### src/rtl/led_fd_pkg.sv
package led_fd_pkg;

  typedef enum logic [1:0] {
    KIND_NONE  = 2'b00,
    KIND_OPEN  = 2'b01,
    KIND_SHORT = 2'b10,
    KIND_BOTH  = 2'b11
  } fd_kind_e;

  typedef enum logic [1:0] {
    ST_IDLE   = 2'b00,
    ST_ARMED  = 2'b01,
    ST_TIMING = 2'b10
  } fd_state_e;

endpackage

### src/rtl/led_fd_timer.sv
module led_fd_timer #(
  parameter int unsigned LIMIT = 100
) (
  input  logic clk,
  input  logic rst_n,
  input  logic clr,
  input  logic inc,
  output logic done
);

  localparam int unsigned CW = $clog2(LIMIT + 1);

  logic [CW-1:0] cnt_q;
  logic [CW-1:0] cnt_d;

  assign done = (cnt_q == CW'(LIMIT));

  always_comb begin
    cnt_d = cnt_q;
    if (clr) begin
      cnt_d = '0;
    end else if (inc && !done) begin
      cnt_d = cnt_q + CW'(1);
    end
  end

  always_ff @(posedge clk or negedge rst_n) begin
    if (!rst_n) begin
      cnt_q <= '0;
    end else begin
      cnt_q <= cnt_d;
    end
  end

  AST_CNT_BOUND: assert property (@(posedge clk) disable iff (!rst_n)
    cnt_q <= CW'(LIMIT));

  AST_CNT_CLEARS: assert property (@(posedge clk) disable iff (!rst_n)
    clr |=> (cnt_q == '0));

endmodule

### src/rtl/led_fd_eval.sv
module led_fd_eval #(
  parameter int unsigned COLORS = 3,
  parameter int unsigned CPC    = 8
) (
  input  logic                    chk_open,
  input  logic                    chk_short,
  input  logic                    thr_en,
  input  logic [COLORS*CPC-1:0]   chan_on,
  input  logic [COLORS*CPC-1:0]   open_flag,
  input  logic [COLORS*CPC-1:0]   short_flag,
  input  logic [COLORS-1:0]       thr_sel,
  output logic [COLORS*CPC-1:0]   good_word,
  output logic [COLORS*CPC-1:0]   hi_thr
);

  for (genvar c = 0; c < COLORS; c++) begin : g_color
    for (genvar k = 0; k < CPC; k++) begin : g_chan
      localparam int unsigned IN_IDX  = c * CPC + k;
      localparam int unsigned OUT_IDX = (COLORS - 1 - c) * CPC + k;
      logic fail;
      assign fail = (chk_open  & open_flag[IN_IDX]) |
                    (chk_short & short_flag[IN_IDX]);
      assign good_word[OUT_IDX] = chan_on[IN_IDX] & ~fail;
      assign hi_thr[IN_IDX]     = thr_en & thr_sel[c];
    end
  end

endmodule

### src/rtl/led_fault_seq.sv
module led_fault_seq #(
  parameter int unsigned MIN_LOW_CYC = 100,
  parameter int unsigned COLORS      = 3,
  parameter int unsigned CPC         = 8
) (
  input  logic                   clk,
  input  logic                   rst_n,
  input  logic                   req_valid,
  input  logic [1:0]             req_kind,
  input  logic [COLORS-1:0]      oe_n,
  input  logic [COLORS*CPC-1:0]  chan_on,
  input  logic [COLORS*CPC-1:0]  open_flag,
  input  logic [COLORS*CPC-1:0]  short_flag,
  input  logic [COLORS-1:0]      thr_sel,
  output logic [COLORS*CPC-1:0]  cmp_hi_thr,
  output logic [COLORS*CPC-1:0]  load_word,
  output logic                   load_stb
);
  import led_fd_pkg::*;

  localparam int unsigned W = COLORS * CPC;

  fd_state_e        state_q, state_d;
  fd_kind_e         kind_q, kind_d;
  logic             all_low;
  logic             win_done;
  logic             tmr_clr;
  logic             tmr_inc;
  logic             capture;
  logic             pending;
  logic [W-1:0]     good_word;
  logic [W-1:0]     word_q;
  logic             stb_q;

  assign all_low = (oe_n == '0);
  assign pending = (state_q != ST_IDLE);
  assign tmr_clr = (state_q == ST_IDLE);
  assign tmr_inc = all_low && pending;
  assign capture = (state_q == ST_TIMING) && all_low && win_done;

  led_fd_timer #(
    .LIMIT (MIN_LOW_CYC)
  ) u_timer (
    .clk   (clk),
    .rst_n (rst_n),
    .clr   (tmr_clr),
    .inc   (tmr_inc),
    .done  (win_done)
  );

  led_fd_eval #(
    .COLORS (COLORS),
    .CPC    (CPC)
  ) u_eval (
    .chk_open   (kind_q[0]),
    .chk_short  (kind_q[1]),
    .thr_en     (pending && kind_q[1]),
    .chan_on    (chan_on),
    .open_flag  (open_flag),
    .short_flag (short_flag),
    .thr_sel    (thr_sel),
    .good_word  (good_word),
    .hi_thr     (cmp_hi_thr)
  );

  always_comb begin
    state_d = state_q;
    kind_d  = kind_q;
    unique case (state_q)
      ST_IDLE: begin
        if (req_valid && (req_kind != KIND_NONE)) begin
          state_d = ST_ARMED;
          kind_d  = fd_kind_e'(req_kind);
        end
      end
      ST_ARMED: begin
        if (all_low) begin
          state_d = ST_TIMING;
        end
      end
      ST_TIMING: begin
        if (!all_low || win_done) begin
          state_d = ST_IDLE;
        end
      end
      default: state_d = ST_IDLE;
    endcase
  end

  always_ff @(posedge clk or negedge rst_n) begin
    if (!rst_n) begin
      state_q <= ST_IDLE;
      kind_q  <= KIND_NONE;
    end else begin
      state_q <= state_d;
      kind_q  <= kind_d;
    end
  end

  always_ff @(posedge clk or negedge rst_n) begin
    if (!rst_n) begin
      word_q <= '0;
    end else if (capture) begin
      word_q <= good_word;
    end
  end

  always_ff @(posedge clk or negedge rst_n) begin
    if (!rst_n) begin
      stb_q <= 1'b0;
    end else begin
      stb_q <= capture;
    end
  end

  assign load_word = word_q;
  assign load_stb  = stb_q;

  AST_STB_PULSE: assert property (@(posedge clk) disable iff (!rst_n)
    load_stb |=> !load_stb);

  AST_STB_AFTER_LOW: assert property (@(posedge clk) disable iff (!rst_n)
    load_stb |-> $past(all_low));

  AST_ABORT_QUIET: assert property (@(posedge clk) disable iff (!rst_n)
    ((state_q == ST_TIMING) && !all_low) |=> (!load_stb && $stable(load_word)));

  AST_ABORT_IDLE: assert property (@(posedge clk) disable iff (!rst_n)
    ((state_q == ST_TIMING) && !all_low) |=> (state_q == ST_IDLE));

  AST_OFF_READS_FAIL: assert property (@(posedge clk) disable iff (!rst_n)
    (load_stb && ($past(chan_on) == '0)) |-> (load_word == '0));

  AST_THR_IDLE: assert property (@(posedge clk) disable iff (!rst_n)
    (state_q == ST_IDLE) |-> (cmp_hi_thr == '0));

  AST_BUSY_KIND_HELD: assert property (@(posedge clk) disable iff (!rst_n)
    ((state_q != ST_IDLE) && (state_d != ST_IDLE)) |=> $stable(kind_q));

endmodule

### config.mk
export PLATFORM = sky130hd
export DESIGN_NAME = led_fault_seq
export DESIGN_NICKNAME = d
export VERILOG_FILES = /design/src/rtl/led_fd_pkg.sv /design/src/rtl/led_fd_timer.sv /design/src/rtl/led_fd_eval.sv /design/src/rtl/led_fault_seq.sv
export SDC_FILE = /design/constraint.sdc
export NUM_CORES = 1
export LEC_CHECK = 0
export BUFFER_PORTS_ARGS = -buffer_cell sky130_fd_sc_hd__buf_2
export CORE_UTILIZATION = 42
export DETAILED_ROUTE_END_ITERATION = 10
export PLACE_DENSITY = 0.8
export SLEW_MARGIN = 20
export SYNTH_ARGS = -nofsm -noshare
export SYNTH_HDL_FRONTEND = slang
export SYNTH_SLANG_ARGS = --single-unit
### constraint.sdc
create_clock -name clk -period 2.7 [get_ports clk]
set_input_delay 0.54 -clock clk [delete_from_list [all_inputs] [get_ports clk]]
set_output_delay 0.54 -clock clk [all_outputs]
set_load 0.03 [all_outputs]
# After elaboration in Yosys (flattened, before gate mapping)
# Cells that the tools add are included.
[totals] input_bits=83 register_bits=36 out_inout_bits=49 word_cells=157
[op_classes] n_reduce_logical=16 addsub=1 n_bitwise=123 eq_ne=6 n_mux=6
[ops] operator="$and 1x1->1" n=75
[ops] operator="$not 1->1" n=24
[ops] operator="$or 1x1->1" n=24
[ops] operator="$mux 7" n=2
[ops] operator="$add 7x1->7 const B" n=1
[ops] operator="$eq 7x7->1 const B" n=1
[ops] operator="$logic_and 1x1->1" n=6
[ops] operator="$mux 2" n=3
[ops] operator="$pmux 2 s3" n=1
[ops] operator="$reduce_bool 2->1" n=3
[ops] operator="$ne 2x1->1 const B" n=2
[ops] operator="$logic_not 3->1" n=1
[ops] operator="$reduce_and 3->1" n=1
[ops] operator="$eq 2x1->1 const B" n=1
[ops] operator="$eq 2x2->1 const B" n=1
[ops] operator="$logic_not 1->1" n=2
[ops] operator="$logic_not 2->1" n=1
[ops] operator="$ne 2x2->1 const B" n=1
[ops] operator="$reduce_and 2->1" n=1
[ops] operator="$logic_or 1x1->1" n=1

# Depth between registers and ports, before layout
# Gate-level depths: netlist of run 1.
[logic_depth] ltp_word=5 depth_mapped=6 ltp_nobuf=5

# Hierarchy
# From an unflattened synthesis of run 1, not the netlist that was laid out.
[unflattened] hier_cells=194 hier_area_um2=2225.9
[by_module_without_submodules] mod="led_fault_seq" instances=1 area_per_inst_um2=1131.1 cells_per_inst=72
[by_module_without_submodules] mod="led_fd_eval" instances=1 area_per_inst_um2=645.6 cells_per_inst=76
[by_module_without_submodules] mod="led_fd_timer" instances=1 area_per_inst_um2=449.2 cells_per_inst=46

# Worst setup path after synthesis of run 1
# OpenSTA, ideal clock, no wires.
[synth_path] path_kind="register to output" from="register kind_q[1]" to="output cmp_hi_thr[10]" arrival_ns=1.571 path_buffers=3 path_slack_ns=0.589 stages_incl_launch_ff=5 required_ns=2.160 path_cell_list="dfrtp_1 clkbuf_1 clkbuf_1 and3_1 buf_4"
[synth_between] elab_chain_cells=2
[synth_rtl] item="from (decl)" line_no="led_fault_seq.sv:24" text="fd_kind_e kind_q, kind_d;"
[synth_rtl] item="from (signal assigned)" line_no="led_fault_seq.sv:96" text="kind_q <= kind_d;"
[synth_rtl] item="$logic_and 1x1->1" line_no="led_fault_seq.sv:57" text=".thr_en (pending && kind_q[1]),"
[synth_rtl] item="$and 1x1->1"
[synth_rtl] item="to (decl)" line_no="led_fault_seq.sv:15" text="output logic [COLORS*CPC-1:0] cmp_hi_thr,"
# No other way between the ends.

# Worst setup path after layout of run 1
[layout_path] from="register state_q[1]" to="output cmp_hi_thr[1]"
[layout_between] elab_chain_cells=3
[layout_rtl] item="from (decl)" line_no="led_fault_seq.sv:23" text="fd_state_e state_q, state_d;"
[layout_rtl] item="from (signal assigned)" line_no="led_fault_seq.sv:95" text="state_q <= state_d;"
[layout_rtl] item="$reduce_bool 2->1" line_no="led_fault_seq.sv:36" text="assign pending = (state_q != ST_IDLE);"
[layout_rtl] item="$logic_and 1x1->1" line_no="led_fault_seq.sv:57"
[layout_rtl] item="$and 1x1->1" line_no="led_fd_eval.sv:24" text="assign hi_thr[IN_IDX] = thr_en & thr_sel[c];"
# No other way between the ends.

==> results of run 1 <==
## cell families (layout without fill, tap and decap cells)
group	count (synthesis)	count (layout)	synth area share
mux	26	26	0.142
simple gates	31	31	0.0913
buf+inv	58	169	0.156
fa+ha+maj	2	2	0.0123
compound gates	40	40	0.157
flops	36	36	0.441
## stage by stage
step	cell area (um^2)	std cells	util
after floorplan	2040	193	-
after global placement	2570	350	0.548
after detailed placement	2570	350	0.548
after CTS	2680	358	0.571
after global routing	2680	358	0.571
final	2680	358	0.571
## layer usage
metal,track usage,vias to the layer above
li1,-,885
met1,0.253,848
met2,0.317,93
met3,0.0549,6
met4,0.0545,0
met5,0,-
## worst max-delay path by stage
stage	startpoint	endpoint	depth (start not counted)
after floorplan	kind_q[1]	cmp_hi_thr[10]	4
after global placement	oe_n[1]	load_word[2]	5
after detailed placement	oe_n[1]	load_word[20]	5
after CTS	state_q[1]	cmp_hi_thr[1]	3
after global routing	state_q[1]	cmp_hi_thr[11]	3
final	state_q[1]	cmp_hi_thr[1]	3
## state kept, by name (all words and copies together) (netlist names)
name / cells
state_q: 2
load_stb: 1
kind_q: 2
u_timer.cnt_q: 7
load_word: 24
## critical path: stages, from the launching register on
cell	delay, ns
dfrtp_1	0.41
or2_2	0.40
and3_1	0.28
buf_2	0.21
## cell usage after synthesis
| cell | number | share of area |
|---|---|---|
| a21bo_2 | 2 | 0.0098 |
| a21oi_1 | 5 | 0.012 |
| a221oi_1 | 24 | 0.10 |
| and3_1 | 3 | 0.0092 |
| buf_4 | 21 | 0.077 |
| buf_6 | 3 | 0.017 |
| clkbuf_1 | 7 | 0.013 |
| dfrtp_1 | 36 | 0.44 |
| ha_1 | 2 | 0.012 |
| inv_1 | 27 | 0.050 |
| mux2_2 | 24 | 0.13 |
| mux2i_1 | 2 | 0.0098 |
| nand2_1 | 8 | 0.015 |
| nand2b_1 | 4 | 0.012 |
| nand3_1 | 3 | 0.0074 |
| nand4_1 | 1 | 0.0031 |
| nand4b_1 | 1 | 0.0043 |
| nor2_1 | 3 | 0.0055 |
| nor4_4 | 1 | 0.010 |
| o211ai_1 | 1 | 0.0037 |
| o21ai_0 | 3 | 0.0074 |
| o21ba_2 | 1 | 0.0049 |
| o21bai_1 | 1 | 0.0037 |
| o31a_1 | 1 | 0.0043 |
| o31ai_1 | 1 | 0.0037 |
| o41ai_1 | 1 | 0.0043 |
| or2_2 | 2 | 0.0061 |
| or3_1 | 2 | 0.0061 |
| or4_1 | 2 | 0.0074 |
| or4b_1 | 1 | 0.0049 |
## layout make-up
cell class / count / share of cell area
inverter: 27 / 0.0378
clock buffer: 5 / 0.0257
sequential: 36 / 0.336
tap: 54 / 0.0252
multi-input combinational: 99 / 0.307
timing repair buffer: 134 / 0.253
clock inverter: 3 / 0.0159
## where the power goes
part | total (mW) | leakage (nW) | internal (mW) | switching, mW
Combinational | 0.694 | 1.01 | 0.239 | 0.455
Sequential | 0.683 | 0.489 | 0.576 | 0.107
Clock | 0.468 | 0.0541 | 0.273 | 0.195
==> impl_metrics.json, run 1 <==
{
  "syn-cell-area_um2": 2040,
  "worst_slack_ns": 0.576,
  "routedWlPerCell_um": 13.2,
  "drt_wl_total_um": 4730,
  "fmax_mhz": 471,
  "clkSinkCount": 36,
  "peakVddDrop_mv": 0.244,
  "insertion_delay_ns": 0.29,
  "fill_cells": 423,
  "drive_gt1_frac": 0.566,
  "fp.dieH_um": 71.7,
  "finalSetupViolCount": 0,
  "cts_tree": "yes",
  "grt_max_degree": 37,
  "avgViaCountPerCell": 5.12,
  "fin_setup_tns_ns": 0,
  "clk_path_buf_depth": 2,
  "area_growth_pct": 31.3,
  "maxCapViolCount": 0,
  "fp.coreArea_um2": 4690,
  "synth.avg_cell_area_um2": 10.6,
  "worst_slew_pin_slew_ns": 0.816,
  "cp_max_fo": 10,
  "ys_warn_count": 0,
  "ys_seq_area_frac": 0.441,
  "track_usage": 0.194,
  "dp_hpwl_um": 3530,
  "topRoutingLayerUsed": "met4",
  "via_count": 1832,
  "final_common_cell": "buf_2",
  "grt_pass1_wl_um": 7720,
  "r2r_start": "u_timer.cnt_q[0]",
  "skew_ns": 0.00799,
  "drt_iter0_markers": 85,
  "fp.dieW_um": 71.7,
  "synth_fp_nets": 278,
  "wl_met1_um": 2030,
  "critPathLaunchType": "register",
  "ys_seq_elements": 36,
  "cts-root-buf": "clkbuf_8",
  "cts_htree_levels": 2,
  "mostFrequentLayoutCells": "buf_2, dfrtp_1, inv_1, a221oi_1, mux2_2",
  "gp_congestion": 0.759,
  "hold_viol": 0,
  "dp_slack_ns": 0.490,
  "leakagePower_nw": 1.55,
  "dieArea_um2": 5140,
  "grt-ovfl-total": 0,
  "worstSetupPathType": "register to output pin",
  "status": "finished clean",
  "drt_first_pass_iters": 4,
  "cts.clk_slew.worst_paths_ns": 0.07,
  "antenna_found_initial": 0,
  "grt_pass1_vias": 1705,
  "fin_crit_sh": 0.787,
  "io_pins": 132,
  "port_buffers": 131,
  "post-cts-setup-buffers": 0,
  "fin_crit_ns": 2.12,
  "reg2reg_depth": 6,
  "final_nets": 388,
  "hold_buffers": 0,
  "register_area_um2": 901,
  "numCtsBuffers": 5,
  "multi_input_area_um2": 822,
  "synth_cell_types": 30,
  "arrival_ns": 1.58,
  "slew_headroom": 0.456,
  "drv_slew": 0,
  "cts-resized-gates": 0,
  "start_util": 0.435,
  "wl_met3_um": 371,
  "whs_ns": 0.347,
  "power.total_mw": 1.84,
  "worstPathRequired_ns": 2.16,
  "netlist_instances": 193,
  "power_density_nw_per_um2": 688,
  "r2r_slack_ns": 0.72,
  "antenna_left": 0,
  "regToRegEndpoint": "load_word[20]",
  "grt_setup_unrepaired": "no",
  "drcViolationCount": 0,
  "endpoint_kind": "output pin",
  "diodes": 0,
  "core.rowCount": 25,
  "wl_met2_um": 2270,
  "hp-class": "input pin to asynchronous set/reset pin"
}
Note: power is estimated with default switching activity, not from simulation.
==> run 2, diff against run 1 <==
- ABC_AREA: default -> 1
- CORE_UTILIZATION: 42 -> 43
- clock period: 2.7 -> 2.01 ns (I/O delays scaled with it)
==> run 2 against run 1 <==
Design area is 4.5% higher. Clock-buffer cell count up 1. Clock skew shrank 0.0033 ns. Synthesized cell count grew 39%. Critical endpoint is now cmp_hi_thr[5]. Global-route usage fell by 0.28 points. Sequential share of layout area fell by 1.5 points. Via count increased by 13%. Die area is 1.5% higher. Core utilization increased by 2.2 points. Largest power group unchanged. Critical path depth increased by 1.
==> impl_metrics.json, run 2 <==
{
  "multi_input_area_um2": 970,
  "fp.dieW_um": 72.3,
  "grt_max_degree": 49,
  "endpoint_kind": "output pin",
  "synth-main-ff-cell": "dfrtp_1",
  "routedWlPerCell_um": 11.0,
  "io_pins": 132,
  "port_buffers": 131,
  "fill_cells": 425,
  "insertion_delay_ns": 0.28,
  "final_common_cell": "buf_2",
  "grt_pass1_wl_um": 7710,
  "antenna_left": 0,
  "synth_common_cells": "nand2_1, dfrtp_1, nand3_1",
  "maxCapViolCount": 0,
  "grt_pass1_vias": 1838,
  "numCtsBuffers": 5,
  "r2r_start": "u_timer.cnt_q[0]",
  "via_count": 2066,
  "drv_slew": 0,
  "fmax_mhz": 540,
  "clk_path_buf_depth": 2,
  "avgViaCountPerCell": 4.63,
  "track_usage": 0.191,
  "hold_viol": 0,
  "power.total_mw": 2.57,
  "yosysTopAreaCellShare": 0.425,
  "dp_hpwl_um": 3700,
  "power_density_nw_per_um2": 917,
  "yosysMostFrequentCell": "nand2_1",
  "status": "finished clean",
  "synth_fp_nets": 354,
  "endpoint": "cmp_hi_thr[5]",
  "synth_edf_count": 0,
  "synth_cell_types": 22,
  "critPathLaunchType": "register",
  "register_area_um2": 901,
  "fin_crit_ns": 1.85,
  "clkSinkCount": 36,
  "ys_seq_elements": 36,
  "drt_first_pass_iters": 4,
  "cts_htree_levels": 2,
  "start_util": 0.449,
  "cts-root-buf": "clkbuf_8",
  "drt_wl_total_um": 4890,
  "cts_tree": "yes",
  "ys_warn_count": 0,
  "drt_iter0_markers": 72,
  "drive_gt1_frac": 0.462,
  "skew_ns": 0.00469,
  "fp.coreArea_um2": 4720,
  "synth_area_leader_cell": "dfrtp_1",
  "arrival_ns": 1.45,
  "area_growth_pct": 32.1,
  "worstSetupPathType": "register to output pin",
  "core.rowCount": 25,
  "worstPathRequired_ns": 1.61,
  "cts.clk_slew.worst_paths_ns": 0.07,
  "synthArstFlopShare": 1.00,
  "syn-cell-area_um2": 2120,
  "whs_ns": 0.202,
  "hp-class": "input pin to asynchronous set/reset pin",
  "largest_register_ff_count": 24,
  "r2r_slack_ns": 0.33,
  "ys_seq_area_frac": 0.425,
  "gp_congestion": 0.770,
  "netlist_instances": 269,
  "grt-ovfl-total": 0,
  "antenna_found_initial": 0,
  "cp_max_fo": 8,
  "final_nets": 463,
  "fin_setup_tns_ns": 0,
  "mostFrequentLayoutCells": "buf_2, nand2_1, nand3_1, dfrtp_1, o21ai_2",
  "fp.dieH_um": 72.3,
  "leakagePower_nw": 1.62,
  "slew_headroom": 0.466,
  "grt_setup_unrepaired": "no",
  "diodes": 0,
  "hold_buffers": 0,
  "synthTopCellsByArea": "dfrtp_1, nand2_1, nand3_1, buf_4, o21ai_2",
  "finalSetupViolCount": 0,
  "critPathLaunch": "state_q[1]",
  "dieArea_um2": 5220,
  "regToRegEndpoint": "load_word[12]",
  "peakVddDrop_mv": 0.900,
  "post-route-util": 0.593,
  "drcViolationCount": 0,
  "synth.avg_cell_area_um2": 7.89,
  "reg2reg_depth": 9,
  "fin_crit_sh": 0.922,
  "worst_slew_pin_slew_ns": 0.800
}
## run 2: worst min path at each step
stage	start	end	slack, ns	cells after the start
global placement	load_word[13]	load_word[13]	0.46	2
floorplan	rst_n	kind_q[0]	0.11	0
global route	rst_n	load_word[21]	0.26	1
finish	rst_n	state_q[1]	0.20	1
detailed placement	load_word[15]	load_word[15]	0.46	2
CTS	rst_n	load_word[21]	0.22	1
## run 2: cell families after synthesis
logic type	synth area share
fa+ha+maj	0.0118
xor+xnor	0.0124
buf+inv	0.134
simple gates	0.322
compound gates	0.0949
flops	0.425
## run 2: layout make-up
cell class	count	area share
Timing Repair Buffer	135	0.245
Multi-Input combinational cell	186	0.346
Tap cell	67	0.0299
Clock inverter	2	0.0125
Sequential cell	36	0.321
Inverter	14	0.0196
Clock buffer	6	0.0259
## run 2: power by group
part           internal (mW)  switching (mW)
registers              0.762          0.0481
clock network          0.368           0.246
logic                  0.339           0.807
total                   1.47            1.10
## run 2: timing repair
item / CTS / global route
setup buffers: 0 / 0
hold endpoints to repair: 0 / 0
endpoints found under the setup margin: 0 / 24
resized for setup: 0 / 2
## run 2: worst max-delay path, cell delays in order (launching register included)
cell	delay (ns)
dfrtp_1	0.39
nor2_1	0.06
buf_4	0.17
nor3b_4	0.29
buf_2	0.25
## run 2: layer usage
layer | GRT usage | share of wire | vias to the layer above
met5 | 0 | 0 | -
met2 | 0.353 | 0.51 | 69
met1 | 0.207 | 0.42 | 923
li1 | - | - | 1063
met3 | 0.0403 | 0.050 | 11
met4 | 0.0915 | 0.021 | 0
## run 2: metrics by stage
step / instance area, um^2 / worst slack, ns / instances
2_1_floorplan: 2160 / 0.0896 / 269
3_3_place_gp: 2690 / 0.127 / 438
3_5_place_dp: 2690 / 0.0526 / 438
4_1_cts: 2800 / 0.0345 / 446
5_1_grt: 2800 / 0.0321 / 446
6_report: 2800 / 0.157 / 446
==> run 3, diff against run 2 <==
- CTS_BUF_LIST: default -> sky130_fd_sc_hd__clkbuf_4 sky130_fd_sc_hd__clkbuf_8 sky130_fd_sc_hd__clkbuf_16
==> run 3 against run 2 <==
Clock power increased by 2%. Combinational power is essentially flat. Sequential share of layout area about the same. Cell count did not move. Clock-buffer cell count is the same. Sequential power barely moved. Critical endpoint unchanged.
==> impl_metrics.json, run 3 (synthesized netlist as in run 2, its figures left out) <==
{
  "status": "finished clean",
  "drive_gt1_frac": 0.464,
  "drv_slew": 0,
  "grt-ovfl-total": 0,
  "drt_wl_total_um": 4890,
  "port_buffers": 131,
  "gp_congestion": 0.770,
  "drt_iter0_markers": 72,
  "r2r_slack_ns": 0.33,
  "critPathLaunchType": "register",
  "cp_max_fo": 8,
  "dieArea_um2": 5220,
  "slowest_delay_ns": 0.39,
  "fin_setup_tns_ns": 0,
  "clk_path_buf_depth": 2,
  "crit_path_top_delay_cell": "dfrtp_1",
  "peakVddDrop_mv": 0.900,
  "diodes": 0,
  "fin_crit_ns": 1.85,
  "hold_viol": 0,
  "numCtsBuffers": 5,
  "worstPathRequired_ns": 1.61,
  "core.rowCount": 25,
  "hold_buffers": 0,
  "fp.coreArea_um2": 4720,
  "final_common_cell": "buf_2",
  "antenna_found_initial": 0,
  "insertion_delay_ns": 0.28,
  "dp_slack_ns": 0.0526,
  "leakagePower_nw": 1.62,
  "regToRegEndpoint": "load_word[12]",
  "slew_headroom": 0.466,
  "worst_slew_pin_slew_ns": 0.800,
  "largest_register_ff_count": 24,
  "io_pins": 132,
  "avgViaCountPerCell": 4.63,
  "r2r_start": "u_timer.cnt_q[0]",
  "finalSetupViolCount": 0,
  "endpoint_kind": "output pin",
  "path_cells": "nor2_1 -> buf_4 -> nor3b_4 -> buf_2",
  "skew_ns": 0.00474,
  "drcViolationCount": 0,
  "path_delay_family": "buffers and inverters",
  "crit_buf_inv": 2,
  "cts-root-buf": "clkbuf_8",
  "area_growth_pct": 32.3,
  "fp.dieW_um": 72.3,
  "cts_htree_levels": 2,
  "maxCapViolCount": 0,
  "power_density_nw_per_um2": 921,
  "grt_pass1_vias": 1838,
  "fp.dieH_um": 72.3,
  "grt_setup_unrepaired": "no",
  "fin_crit_sh": 0.922,
  "grt_max_degree": 49,
  "via_count": 2066,
  "arrival_ns": 1.45,
  "hp-class": "input pin to asynchronous set/reset pin",
  "routedWlPerCell_um": 11.0,
  "mostFrequentLayoutCells": "buf_2, nand2_1, nand3_1, dfrtp_1, o21ai_2",
  "start_util": 0.449,
  "grt_pass1_wl_um": 7710,
  "reg2reg_depth": 9,
  "final_nets": 463,
  "cts_tree": "yes",
  "cts.clk_slew.worst_paths_ns": 0.07,
  "worstSetupPathType": "register to output pin",
  "track_usage": 0.191,
  "drt_first_pass_iters": 4,
  "dp_hpwl_um": 3700,
  "clkSinkCount": 36,
  "antenna_left": 0,
  "fmax_mhz": 540,
  "fill_cells": 425,
  "worst_slack_ns": 0.157
}
-- run 3: changes by cell type in the layout (fill, tap and decap cells not counted) --
cell | previous run | this run
clkbuf_4 | 0 | 1
clkbuf_1 | 1 | 0
-- run 3: cell type report --
type / count / area [um^2] / area share
Clock inverter: 2 / 35.0 / 0.0125
Multi-Input combinational cell: 186 / 970 / 0.346
Tap cell: 67 / 83.8 / 0.0299
Sequential cell: 36 / 901 / 0.321
Inverter: 14 / 55.1 / 0.0196
Timing Repair Buffer: 135 / 686 / 0.244
Clock buffer: 6 / 76.3 / 0.0272
-- run 3: per-stage QoR --
stage / hold slack [ns] / instances / cell area, um^2 / util / power (mW)
global placement: 0.461 / 438 / 2690 / 0.570 / 1.95
floorplan: 0.106 / 269 / 2160 / - / 1.80
finish: 0.202 / 446 / 2810 / 0.594 / 2.58
CTS: 0.224 / 446 / 2800 / 0.594 / 2.61
detailed placement: 0.462 / 438 / 2690 / 0.570 / 1.98
global route: 0.261 / 446 / 2810 / 0.594 / 2.75
-- run 3: worst max-delay path by stage --
stage	end	slack, ns	cells after the start	start
2_1_floorplan	cmp_hi_thr[10]	0.09	5	kind_q[1]
3_3_place_gp	load_word[15]	0.13	9	u_timer.cnt_q[0]
3_5_place_dp	load_word[12]	0.05	9	u_timer.cnt_q[0]
4_1_cts	load_word[12]	0.03	9	u_timer.cnt_q[0]
5_1_grt	cmp_hi_thr[11]	0.03	4	state_q[1]
6_report	cmp_hi_thr[5]	0.16	4	state_q[1]
-- run 3: where the power goes --
part,switching [mW],total [mW],internal [mW],leakage (nW)
Sequential,0.0481,0.810,0.762,0.495
Clock,0.247,0.628,0.381,0.0586
Combinational,0.807,1.15,0.339,1.07
-- run 3: worst reg2reg max path, cell delays in order (launching register included) --
cell	delay [ns]
dfrtp_1	0.43
inv_1	0.08
ha_1	0.20
nand2_1	0.10
nor2_4	0.05
nand2_2	0.07
nor2_4	0.05
inv_4	0.40
nand2_1	0.15
o21ai_2	0.08
-- run 3: per-layer routing --
metal,share of wire,GRT usage,up-vias
met5,0,0,-
met3,0.050,0.0403,11
met1,0.42,0.207,923
li1,-,-,1063
met2,0.51,0.353,69
met4,0.021,0.0915,0
-- run 3: repair_timing --
item	4_1_cts	5_1_grt
endpoints found under the setup margin	0	24
gates resized for setup	0	2
buffers inserted	0	0
